## src/rtl/spl_pkg.sv

```systemverilog
package spl_pkg;
  typedef enum logic [1:0] {
    OP_READ   = 2'd0,
    OP_TAS    = 2'd1,
    OP_STORE0 = 2'd2
  } lk_op_e;

  typedef enum logic [2:0] {
    ST_IDLE,
    ST_POLL,
    ST_TAS,
    ST_BACKOFF,
    ST_HELD,
    ST_RELEASE
  } lk_state_e;
endpackage

```

## src/rtl/spl_backoff.sv

```systemverilog
module spl_backoff #(
  parameter int K_BASE    = 4,
  parameter int C_GROWTH  = 2,
  parameter int MAX_DELAY = 64
) (
  input  logic clk,
  input  logic rst,
  input  logic fail_i,
  input  logic win_i,
  output logic expire_o
);
  localparam int DLY_W = $clog2(MAX_DELAY + 1);
  localparam int CW    = $clog2(C_GROWTH + 1);
  localparam int PW    = DLY_W + CW;
  localparam int FIRST = (K_BASE * C_GROWTH > MAX_DELAY) ? MAX_DELAY : K_BASE * C_GROWTH;

  logic [DLY_W-1:0] step_q, step_d, cnt_q;
  logic [PW-1:0]    prod;

  // next step = step * C, clamped at the ceiling
  always_comb begin
    prod   = PW'(step_q) * PW'(C_GROWTH);
    step_d = (prod > PW'(MAX_DELAY)) ? DLY_W'(MAX_DELAY) : prod[DLY_W-1:0];
  end

  always_ff @(posedge clk) begin
    if (rst) begin
      step_q <= DLY_W'(FIRST);
      cnt_q  <= '0;
    end else begin
      if (win_i) begin
        step_q <= DLY_W'(FIRST);
      end else if (fail_i) begin
        step_q <= step_d;
      end
      if (fail_i) begin
        cnt_q <= step_q;
      end else if (cnt_q != '0) begin
        cnt_q <= cnt_q - 1'b1;
      end
    end
  end

  assign expire_o = (cnt_q == DLY_W'(1));

  // the loaded delay stays within the ceiling
  always_ff @(posedge clk) begin
    if (!rst) begin
      assert_step_capped_R7: assert (step_q <= DLY_W'(MAX_DELAY) && cnt_q <= DLY_W'(MAX_DELAY));
    end
  end

  // a loaded countdown runs down by one each cycle
  assert_count_down_R6: assert property (@(posedge clk) disable iff (rst)
    (!fail_i && cnt_q != '0) |=> (cnt_q == $past(cnt_q) - 1'b1));
endmodule

```

## src/rtl/spl_ctrl.sv

```systemverilog
module spl_ctrl
  import spl_pkg::*;
#(
  parameter int DATA_W = 32
) (
  input  logic              clk,
  input  logic              rst,
  input  logic              acq_start_i,
  input  logic              rel_start_i,
  input  logic              mem_rsp_valid_i,
  input  logic [DATA_W-1:0] mem_rsp_data_i,
  input  logic              expire_i,
  output logic              fail_o,
  output logic              win_o,
  output logic              acquired_o,
  output logic              mem_req_o,
  output lk_op_e            mem_op_o
);
  lk_state_e state_q;
  logic      rsp_free;

  assign rsp_free = (mem_rsp_data_i == '0);
  assign fail_o   = (state_q == ST_TAS) && mem_rsp_valid_i && !rsp_free;
  assign win_o    = (state_q == ST_TAS) && mem_rsp_valid_i && rsp_free;

  always_ff @(posedge clk) begin
    if (rst) begin
      state_q    <= ST_IDLE;
      mem_req_o  <= 1'b0;
      mem_op_o   <= OP_READ;
      acquired_o <= 1'b0;
    end else begin
      mem_req_o <= 1'b0;
      unique case (state_q)
        ST_IDLE: if (acq_start_i) begin
          state_q   <= ST_POLL;
          mem_req_o <= 1'b1;
          mem_op_o  <= OP_READ;
        end
        ST_POLL: if (mem_rsp_valid_i) begin
          mem_req_o <= 1'b1;
          if (rsp_free) begin
            state_q  <= ST_TAS;
            mem_op_o <= OP_TAS;
          end else begin
            mem_op_o <= OP_READ;
          end
        end
        ST_TAS: if (mem_rsp_valid_i) begin
          if (rsp_free) begin
            state_q    <= ST_HELD;
            acquired_o <= 1'b1;
          end else begin
            state_q <= ST_BACKOFF;
          end
        end
        ST_BACKOFF: if (expire_i) begin
          state_q   <= ST_POLL;
          mem_req_o <= 1'b1;
          mem_op_o  <= OP_READ;
        end
        ST_HELD: if (rel_start_i) begin
          state_q   <= ST_RELEASE;
          mem_req_o <= 1'b1;
          mem_op_o  <= OP_STORE0;
        end
        ST_RELEASE: if (mem_rsp_valid_i) begin
          state_q    <= ST_IDLE;
          acquired_o <= 1'b0;
        end
        default: state_q <= ST_IDLE;
      endcase
    end
  end

  assert_req_pulse_R11: assert property (@(posedge clk) disable iff (rst)
    mem_req_o |=> !mem_req_o);

  assert_tas_after_free_R4: assert property (@(posedge clk) disable iff (rst)
    (mem_req_o && mem_op_o == OP_TAS) |-> $past(mem_rsp_valid_i && mem_rsp_data_i == '0));

  assert_busy_reads_R3: assert property (@(posedge clk) disable iff (rst)
    (mem_req_o && $past(mem_rsp_valid_i && mem_rsp_data_i != '0)) |-> (mem_op_o == OP_READ));

  assert_acq_rise_R5: assert property (@(posedge clk) disable iff (rst)
    $rose(acquired_o) |-> $past(mem_rsp_valid_i && mem_rsp_data_i == '0));

  assert_acq_fall_R9: assert property (@(posedge clk) disable iff (rst)
    $fell(acquired_o) |-> $past(mem_rsp_valid_i));

  assert_held_quiet_R10: assert property (@(posedge clk) disable iff (rst)
    (acquired_o && $past(acquired_o) && $past(state_q == ST_HELD) && !$past(rel_start_i)) |-> !mem_req_o);
endmodule

```

## src/rtl/spin_lock_engine.sv

```systemverilog
module spin_lock_engine #(
  parameter int DATA_W    = 32,
  parameter int K_BASE    = 4,
  parameter int C_GROWTH  = 2,
  parameter int MAX_DELAY = 64
) (
  input  logic              clk,
  input  logic              rst,
  input  logic              acq_start_i,
  input  logic              rel_start_i,
  output logic              acquired_o,
  output logic              mem_req_o,
  output logic [1:0]        mem_op_o,
  input  logic              mem_rsp_valid_i,
  input  logic [DATA_W-1:0] mem_rsp_data_i
);
  import spl_pkg::*;

  logic   fail, win, expire;
  lk_op_e op;

  spl_ctrl #(.DATA_W(DATA_W)) u_ctrl (
    .clk             (clk),
    .rst             (rst),
    .acq_start_i     (acq_start_i),
    .rel_start_i     (rel_start_i),
    .mem_rsp_valid_i (mem_rsp_valid_i),
    .mem_rsp_data_i  (mem_rsp_data_i),
    .expire_i        (expire),
    .fail_o          (fail),
    .win_o           (win),
    .acquired_o      (acquired_o),
    .mem_req_o       (mem_req_o),
    .mem_op_o        (op)
  );

  spl_backoff #(
    .K_BASE    (K_BASE),
    .C_GROWTH  (C_GROWTH),
    .MAX_DELAY (MAX_DELAY)
  ) u_backoff (
    .clk      (clk),
    .rst      (rst),
    .fail_i   (fail),
    .win_i    (win),
    .expire_o (expire)
  );

  assign mem_op_o = op;
endmodule

```

## config.mk

```make
export PLATFORM = sky130hd
export DESIGN_NAME = spin_lock_engine
export DESIGN_NICKNAME = d
export VERILOG_FILES = /design/src/rtl/spl_pkg.sv /design/src/rtl/spl_backoff.sv /design/src/rtl/spl_ctrl.sv /design/src/rtl/spin_lock_engine.sv
export SDC_FILE = /design/constraint.sdc
export NUM_CORES = 1
export LEC_CHECK = 0
export BUFFER_PORTS_ARGS = -buffer_cell sky130_fd_sc_hd__buf_2
export CORE_MARGIN = 2
export CORE_UTILIZATION = 45
export DETAILED_ROUTE_END_ITERATION = 8
export PLACE_DENSITY = 0.76
export SYNTH_ARGS = -nofsm -noshare
export SYNTH_HDL_FRONTEND = slang
export SYNTH_HIERARCHICAL = 1
export SYNTH_SLANG_ARGS = --single-unit
export TNS_END_PERCENT = 50
```

## constraint.sdc

```tcl
create_clock -name clk -period 2 [get_ports clk]
set_input_delay 0.1 -clock clk [delete_from_list [all_inputs] [get_ports clk]]
set_output_delay 0.1 -clock clk [all_outputs]
set_load 0.02 [all_outputs]
```

* Word level (Yosys, flattened, before mapping)
Index checks and enable logic that the tools add are counted.
** Storage, ports and cells
- Bits in registers :: 21
- Output and inout port bits :: 4
- Word-level logic and storage cells :: 63
- Bits of input ports :: 37
** Cells by class
- Add/sub/neg operators :: 1
- Magnitude comparators :: 1
- Reductions and logical operators :: 14
- Mux-type cells :: 27
- Equal/unequal tests :: 14
** Operators with widths (count)
- 32-bit zero test :: 1
- 3-bit two-way mux :: 8
- 7-bit two-way mux :: 3
- 3-bit one-hot mux with 6 select lines :: 1
- 2-bit inequality test, second input constant :: 6
- 8-bit by 7-bit > comparator with 1-bit output, second input constant :: 1
- 1-bit two-way mux :: 8
- 2-bit two-way mux :: 4
- 2-bit one-hot mux with 4 select lines :: 1
- 7-bit by 1-bit equality test with 1-bit output, second input constant :: 1
- 7-bit AND reduction :: 1
- 7-bit nonzero test :: 1
- 7-bit by 1-bit subtractor with 7-bit output, second input constant :: 1
- 3-bit by 2-bit equality test with 1-bit output, second input constant :: 2
- 3-bit equality test, second input constant :: 2
- 5-bit AND reduction :: 1
- 2-bit by 1-bit inequality test with 1-bit output, second input constant :: 2
- 1-bit one-hot mux with 4 select lines :: 1
- 4-bit AND reduction :: 1
- 2-bit nonzero test :: 2
- 4-bit nonzero test :: 1
- 3-bit by 1-bit equality test with 1-bit output, second input constant :: 1
- 1-bit logical AND :: 3
- 3-bit zero test :: 1
- 3 further kinds :: 3

* Longest topological paths before layout
Gate-level depths: netlist (run 1).
- Depth after elaboration :: 4
- Gate-level depth with buffers :: 8

* Modules after synthesis
Netlist (run 1), hierarchy kept.
** By module, submodules not included
- spl_backoff :: cells an instance 60, instances 1, area an instance 545.5 sq um, seq. area each 220.2 sq um
- spl_ctrl :: cells an instance 59, instances 1, area an instance 450.4 sq um, seq. area each 140.1 sq um

* Worst setup path before layout (run 1)
OpenSTA, ideal clock, no wires.
- Path type :: register -> register
- Start :: reg u_backoff.cnt_q[4]
- End :: reg u_ctrl.state_q[0]
- Stages on the path, launching flop included :: 8
- Arrival time :: 1450 ps
- Path buffers :: 0
- Slack :: 476 ps
- Clock period less this slack :: 1524 ps
- Data required time :: 1926 ps
- Library setup time :: 74 ps
- Path through :: dfxtp_1 nor3_2 and3_1 mux2_2 nand2_1 o21ai_1 or3b_1 a31oi_1
** On the way
- Cells in the longest elaborated chain, start to end :: 3
** Ends and longest elaborated chain
- from (decl) :: RTL line spl_backoff.sv:17 : logic [DLY_W-1:0] step_q, step_d, cnt_q;
- from (signal assigned) :: RTL line spl_backoff.sv:37 : cnt_q <= step_q;
- from (signal assigned) :: RTL line spl_backoff.sv:39 : cnt_q <= cnt_q - 1'b1;
- 7-bit by 1-bit equality test with 1-bit output :: RTL line spl_backoff.sv:44 : assign expire_o = (cnt_q == DLY_W'(1));
- via expire :: RTL line spin_lock_engine.sv:19 : logic fail, win, expire;
- 2-bit inequality test (no source line)
- 7-bit AND reduction (no source line)
- to (signal assigned) :: RTL line spl_ctrl.sv:28 : state_q <= ST_IDLE;
- to (signal assigned) :: RTL line spl_ctrl.sv:36 : state_q <= ST_POLL;
- to (signal assigned) :: RTL line spl_ctrl.sv:43 : state_q <= ST_TAS;
- to (decl) :: RTL line spl_ctrl.sv:19 : lk_state_e state_q;
The timed path passes the listed nets, and every way through them passes these cells.
A chain may end at the register's enable or synchronous reset.

* Worst setup path after layout (run 1)
Same ends and word-level chain as after synthesis.

==> results of run 1 <==
cell usage in the layout, fill, tap and decap left out, types with 2 or more instances in the layout:
| cell type | count |
|---|---|
| nor2_1 | 14 |
| nor2b_1 | 2 |
| and3_1 | 4 |
| buf_4 | 2 |
| a31oi_1 | 2 |
| a22oi_1 | 2 |
| nor3_2 | 3 |
| a211oi_1 | 3 |
| o21ai_0 | 2 |
| buf_2 | 40 |
| ha_1 | 2 |
| xnor2_1 | 2 |
| nand2_1 | 12 |
| nor3_1 | 8 |
| dfxtp_1 | 18 |
| or3b_1 | 2 |
| inv_1 | 5 |
| clkbuf_4 | 3 |
| a21oi_1 | 9 |
| nor4_1 | 8 |
| mux2_2 | 2 |
power groups by stage:
stage          Combinational (mW)  Sequential [mW]  Clock [mW]
4_1_cts                     0.471            0.483       0.237
3_3_place_gp                0.441            0.486           0
2_1_floorplan               0.369            0.475           0
5_1_grt                     0.522            0.493       0.251
3_5_place_dp                0.467            0.490           0
6_report                    0.470            0.484       0.231
layer usage:
metal / track usage [%] / share of wire (%) / up-vias
met1: 22.2 / 43 / 476
met5: 0 / 0 / -
met4: 7.21 / 0.35 / 0
li1: - / - / 520
met3: 6.14 / 3.1 / 2
met2: 37.9 / 54 / 16
area by class of cell:
cell class	count	area, um^2
Clock buffer	4	36.3
Fill cell	211	893
Inverter	5	18.8
Multi-Input combinational cell	92	589
Sequential cell	18	360
Tap cell	28	35.0
Timing Repair Buffer	42	215
worst max-delay path by stage:
| stage | depth (start not counted) | end | slack (ns) |
|---|---|---|---|
| after floorplan | 7 | u_ctrl/state_q[0] | 0.48 |
| after global placement | 7 | u_ctrl/state_q[0] | 0.40 |
| after detailed placement | 7 | u_ctrl/state_q[0] | 0.37 |
| after CTS | 7 | u_ctrl/state_q[0] | 0.35 |
| after global routing | 7 | u_ctrl/state_q[0] | 0.23 |
| final | 7 | u_ctrl/state_q[0] | 0.33 |
sequential cells by signal, indices dropped and copies added (netlist names):
register / flops
u_backoff/cnt_q: 7
u_backoff/step_q: 4
u_ctrl/acquired_o: 1
u_ctrl/state_q: 3
u_ctrl/mem_req_o: 1
u_ctrl/mem_op_o: 2
cell families (layout without fill, tap and decap cells):
| kind of cell | count (synthesis) | after routing | share of synthesized area (%) |
|---|---|---|---|
| flops | 18 | 18 | 36.2 |
| buf+inv | 9 | 51 | 4.65 |
| mux | 3 | 3 | 3.27 |
| simple gates | 60 | 60 | 34.4 |
| xor+xnor | 3 | 3 | 2.64 |
| compound gates | 24 | 24 | 16.3 |
| fa+ha+maj | 2 | 2 | 2.51 |
stage by stage:
| stage | cells | power [mW] | util, % | hold slack (ns) |
|---|---|---|---|---|
| finish | 189 | 1.18 | 58.4 | 0.0759 |
| global route | 189 | 1.27 | 58.4 | 0.105 |
| CTS | 189 | 1.19 | 58.4 | 0.0665 |
| detailed placement | 185 | 0.957 | 56.7 | 0.389 |
| global placement | 185 | 0.927 | 56.7 | 0.384 |
| floorplan | 119 | 0.845 | - | 0.169 |
worst reg2reg max path, cell delays in order (launching register included):
cell and delay [ns]:
dfxtp_1 0.38, nor3_2 0.24, and3_1 0.23, mux2_2 0.17
nand2_1 0.05, o21ai_1 0.07, or3b_1 0.34, a31oi_1 0.12
==> flow_metrics.py, run 1 <==
metrics = {
    "global_route": {
        "grt_max_degree": 19,
        "grt_pass1_vias": 1000,
        "grt.total_usage_pct": 20.7,
        "grt_pass1_wl_mm": 4.04,
        "grt-ovfl-total": 0,
        "antenna_found_initial": 0,
    },
    "sta": {
        "timing.fmax_mhz": 600,
        "fin_skew_ns": 0.00298,
        "fin_crit_ns": 1.67,
        "maxSlewViolCount": 0,
        "worstMarginPinSlew_ns": 0.359,
        "hold_viol_final": 0,
        "rsz0062_at_grt": "no",
        "finalCritPeriodShare_pct": 83.3,
        "timing.final.ws_setup_ns": 0.334,
        "final.setup.tns_ns": 0,
        "slew_headroom_pct": 76.1,
        "setup_viol": 0,
    },
    "route": {
        "wirelength_mm": 2.29,
        "vias": 1014,
        "drt_pass1_iterations": 4,
        "ant_nets": 0,
        "routedWlPerCell_um": 12.1,
        "drc": 0,
        "drtIter0Drc": 16,
        "drt-vias-per-instance": 5.37,
    },
    "die": {
        "die_h_um": 51.0,
        "die_w_um": 51.0,
        "core_mm2": 0.00215,
        "ios": 41,
        "dieArea_mm2": 0.00261,
        "start_util_pct": 46.4,
        "rows": 17,
    },
    "cts": {
        "h-tree-depth": 1,
        "clockRootBuffer": "clkbuf_4",
        "cts.reportedPaths.clkPinSlew_ns": 0.11,
        "cts_tree": "yes",
        "postCtsHoldBufs": 0,
        "ctsLongestPathBuffers": 2,
        "post_cts_buffers": 0,
        "clkSinkCount": 18,
        "cts_resized": 0,
        "worst_skew_pair.late_latency_ns": 0.30,
        "cts_inserted_buffers": 3,
    },
    "logic_synthesis": {
        "synthCells": 119,
        "synthFlopType": "dfxtp_1",
        "synth.avg_cell_area_um2": 8.37,
        "synth_edf_count": 0,
        "yosys-top-cells-count": "dfxtp_1, nor2_1, nand2_1",
        "ys_top_cells_by_area": "dfxtp_1, nor2_1, nor4_1",
        "ys_types": 37,
        "yosysTopAreaCellShare_pct": 36.2,
        "synth.largest_area_cell": "dfxtp_1",
        "synth_seq_cells": 18,
        "yosysMostFrequentCell": "dfxtp_1",
        "yosysSeqAreaShare_pct": 36.2,
        "yosysWarnings": 6,
        "synthArstFlopShare_pct": 0,
        "syn_nets": 158,
        "synth_area_um2": 996,
    },
    "finish": {
        "nNetsFinal": 201,
        "stdcell_area_mm2": 0.00125,
        "diodes": 0,
        "drive_gt1_share_pct": 34.8,
        "area_growth_pct": 26.0,
    },
    "worst_setup_path": {
        "r2r-start": "u_backoff/cnt_q[4]",
        "critical_path.startpoint": "u_backoff/cnt_q[4]",
        "end_kind": "flip-flop",
        "cp_slowest_cell": "dfxtp_1",
        "critical_path_class": "flip-flop to flip-flop",
        "slowest_delay_ns": 0.38,
        "crit_family": "simple AND/OR/NAND/NOR gates",
        "r2r_slack_ns": 0.33,
        "path_cells": "nor3_2 -> and3_1 -> mux2_2 -> nand2_1 -> o21ai_1 -> or3b_1 -> a31oi_1",
        "rr_worst_depth": 7,
        "crit_required_ns": 2.23,
        "cp_num_buf_inv": 0,
        "r2r-end": "u_ctrl/state_q[0]",
        "crit_fanout": 5,
        "start_kind": "flip-flop",
        "worstPathArrival_ns": 1.90,
    },
    "outcome": {
        "outcome": "completed",
    },
    "power": {
        "p_leak_nw": 0.572,
        "power_density_mw_per_mm2": 944,
        "p_clk_share_pct": 19.5,
        "switching_share_pct": 35.9,
        "comb_power_share_pct": 39.6,
        "switchingPower_mw": 0.426,
        "ir_drop_mv": 0.591,
        "p_int_mw": 0.759,
        "p_seq_share_pct": 40.9,
    },
    "place": {
        "place_area_mm2": 0.00122,
        "place.gp.congestion": 0.819,
        "port_buffers": 40,
        "post-place-ws_ns": 0.370,
        "dpl.hpwl_mm": 1.78,
    },
    "worst_hold_path": {
        "holdPathStages": 3,
        "min_path_type": "input port to flip-flop",
        "min_from": "rel_start_i",
        "min_to": "u_ctrl/mem_op_o[1]",
    },
    "flow_run": {
        "cap_viol_max_count": 0,
    },
}
(Power assumes the default switching activity.)
==> run 2, diff against run 1 <==
- CORE_UTILIZATION: 45 -> 42
- PLACE_DENSITY: 0.76 -> 0.74
- clock period: 2 -> 1.44 ns (I/O delays scaled with it)
==> flow_metrics.py, run 2 (same netlist as run 1, synthesis figures left out) <==
metrics = {
    "route": {
        "wirelength_mm": 2.59,
        "drt_pass1_iterations": 4,
        "ant_nets": 0,
        "drc": 0,
        "routedWlPerCell_um": 12.4,
        "drt-vias-per-instance": 5.33,
        "drtIter0Drc": 19,
        "vias": 1109,
    },
    "sta": {
        "slew_headroom_pct": 75.7,
        "worstMarginPinSlew_ns": 0.365,
        "setup_viol": 6,
        "final.setup.tns_ns": -0.344,
        "fin_skew_ns": 0.00391,
        "rsz0062_at_grt": "yes",
        "fin_crit_ns": 1.61,
        "timing.final.ws_setup_ns": -0.169,
        "maxSlewViolCount": 0,
        "hold_viol_final": 0,
        "timing.fmax_mhz": 621,
        "finalCritPeriodShare_pct": 112,
    },
    "worst_hold_path": {
        "min_path_type": "input port to flip-flop",
        "holdPathStages": 3,
        "min_to": "u_ctrl/mem_op_o[1]",
        "min_from": "rel_start_i",
    },
    "power": {
        "ir_drop_mv": 1.14,
        "switching_share_pct": 35.8,
        "p_leak_nw": 0.673,
        "p_int_mw": 1.34,
        "p_clk_share_pct": 15.3,
        "switchingPower_mw": 0.744,
        "comb_power_share_pct": 53.5,
        "power_density_mw_per_mm2": 1400,
        "p_seq_share_pct": 31.2,
        "power_mw": 2.08,
    },
    "cts": {
        "clockRootBuffer": "clkbuf_4",
        "cts_inserted_buffers": 3,
        "cts.reportedPaths.clkPinSlew_ns": 0.11,
        "ctsLongestPathBuffers": 2,
        "cts_tree": "yes",
        "clkSinkCount": 18,
        "worst_skew_pair.late_latency_ns": 0.29,
        "h-tree-depth": 1,
    },
    "worst_setup_path": {
        "r2r_slack_ns": -0.17,
        "end_kind": "flip-flop",
        "path_cells": "nor3_4 -> and3_4 -> mux2_4 -> nand2_1 -> o21ai_1 -> or3b_1 -> a31oi_2",
        "r2r-end": "u_ctrl/state_q[0]",
        "critical_path_class": "flip-flop to flip-flop",
        "slowest_delay_ns": 0.37,
        "cp_slowest_cell": "or3b_1",
        "r2r-start": "u_backoff/cnt_q[5]",
        "worstPathArrival_ns": 1.83,
        "crit_fanout": 2,
        "rr_worst_depth": 7,
        "crit_required_ns": 1.66,
        "start_kind": "flip-flop",
    },
    "die": {
        "ios": 41,
        "dieArea_mm2": 0.00278,
        "core_mm2": 0.00223,
        "die_h_um": 52.7,
        "die_w_um": 52.7,
        "start_util_pct": 44.6,
        "rows": 17,
    },
    "finish": {
        "regMostFlops": "u_backoff/cnt_q",
        "area_growth_pct": 49.6,
        "layout_commonest_cell": "buf_2",
        "reg_top3": "u_backoff/cnt_q x7, u_backoff/step_q x4, u_ctrl/state_q x3",
        "largest_reg_flops": 7,
        "diodes": 0,
        "drive_gt1_share_pct": 50.6,
        "nNetsFinal": 220,
        "n_fill_cell": 199,
        "final_cell_mix": "buf_2, buf_4, dfxtp_1",
    },
    "global_route": {
        "grt_max_degree": 19,
        "grt-ovfl-total": 0,
        "grt.total_usage_pct": 19.9,
        "grt_pass1_wl_mm": 4.20,
        "antenna_found_initial": 0,
        "grt_pass1_vias": 1084,
    },
    "place": {
        "port_buffers": 40,
        "dpl.hpwl_mm": 1.93,
        "post-place-ws_ns": -0.190,
        "place.gp.congestion": 0.817,
    },
    "flow_run": {
        "cap_viol_max_count": 0,
    },
    "outcome": {
        "outcome": "finished with violations",
        "failed_checks": "negative setup slack",
    },
}
run 2: changes by cell type in the layout (fill, tap and decap cells not counted), moves of 2 or more:
cell,delta
buf_4,+19
dfxtp_2,+4
nor3_2,-2
dfxtp_1,-4
ha_1,-2
nor3_4,+3
run 2: layer usage:
metal / track usage [%] / vias to the layer above / wire [um]
met5: 0 / - / 0
met4: 2.99 / 0 / 0
met3: 4.57 / 0 / 130
met2: 37.1 / 30 / 1330
met1: 23.3 / 519 / 1130
li1: - / 560 / -
run 2: worst max-delay path: cells and delay by family (launching register included):
family / cells / cell delay [ns]
AND/OR/NAND/NOR: 4 / 0.83
flip-flops: 1 / 0.36
AO/OA/AOI/OAI: 2 / 0.20
multiplexers: 1 / 0.14
run 2: worst max-delay path by stage:
stage                                   from                 end  slack, ns  depth (start not counted)
after CTS                 u_backoff/cnt_q[4]   u_ctrl/state_q[0]      -0.14                          7
after detailed placement   u_ctrl/state_q[2]  u_backoff/cnt_q[4]      -0.19                          6
after global routing      u_backoff/cnt_q[5]   u_ctrl/state_q[0]      -0.24                          7
after global placement     u_ctrl/state_q[0]  u_backoff/cnt_q[4]      -0.14                          6
after floorplan           u_backoff/cnt_q[6]   u_ctrl/state_q[0]      -0.04                          7
final                     u_backoff/cnt_q[5]   u_ctrl/state_q[0]      -0.17                          7
run 2: area by class of cell:
class / instances / area, um^2 / share of cell area (%)
sequential: 18 / 365 / 24.5
multi-input combinational: 92 / 677 / 45.4
clock buffer: 4 / 36.3 / 2.43
inverter: 5 / 18.8 / 1.26
tap: 28 / 35.0 / 2.35
timing repair buffer: 61 / 358 / 24.0
run 2: stage by stage:
| step | instances | hold slack (ns) | area (um^2) | util, % |
|---|---|---|---|---|
| 2_1_floorplan | 119 | 0.141 | 1000 | - |
| 3_3_place_gp | 201 | 0.359 | 1340 | 60.2 |
| 3_5_place_dp | 201 | 0.363 | 1340 | 60.2 |
| 4_1_cts | 206 | 0.0552 | 1400 | 62.7 |
| 5_1_grt | 208 | 0.119 | 1490 | 66.7 |
| 6_report | 208 | 0.0906 | 1490 | 66.7 |
run 2: power by group through the flow:
stage               Combinational [mW]  Sequential (mW)  Clock, mW
finish                            1.11            0.650      0.317
floorplan                        0.514            0.661          0
CTS                              0.938            0.634      0.323
global placement                 0.848            0.633          0
global route                      1.21            0.660      0.340
detailed placement               0.887            0.640          0
run 2: repair_timing:
| action | in CTS | in global routing |
|---|---|---|
| hold buffers | 0 | 0 |
| endpoints found under the hold margin | 0 | 0 |
| pin swaps | 2 | 5 |
| gates resized for setup | 3 | 17 |
| setup buffers | 1 | 2 |
| endpoints found under the setup margin | 14 | 11 |
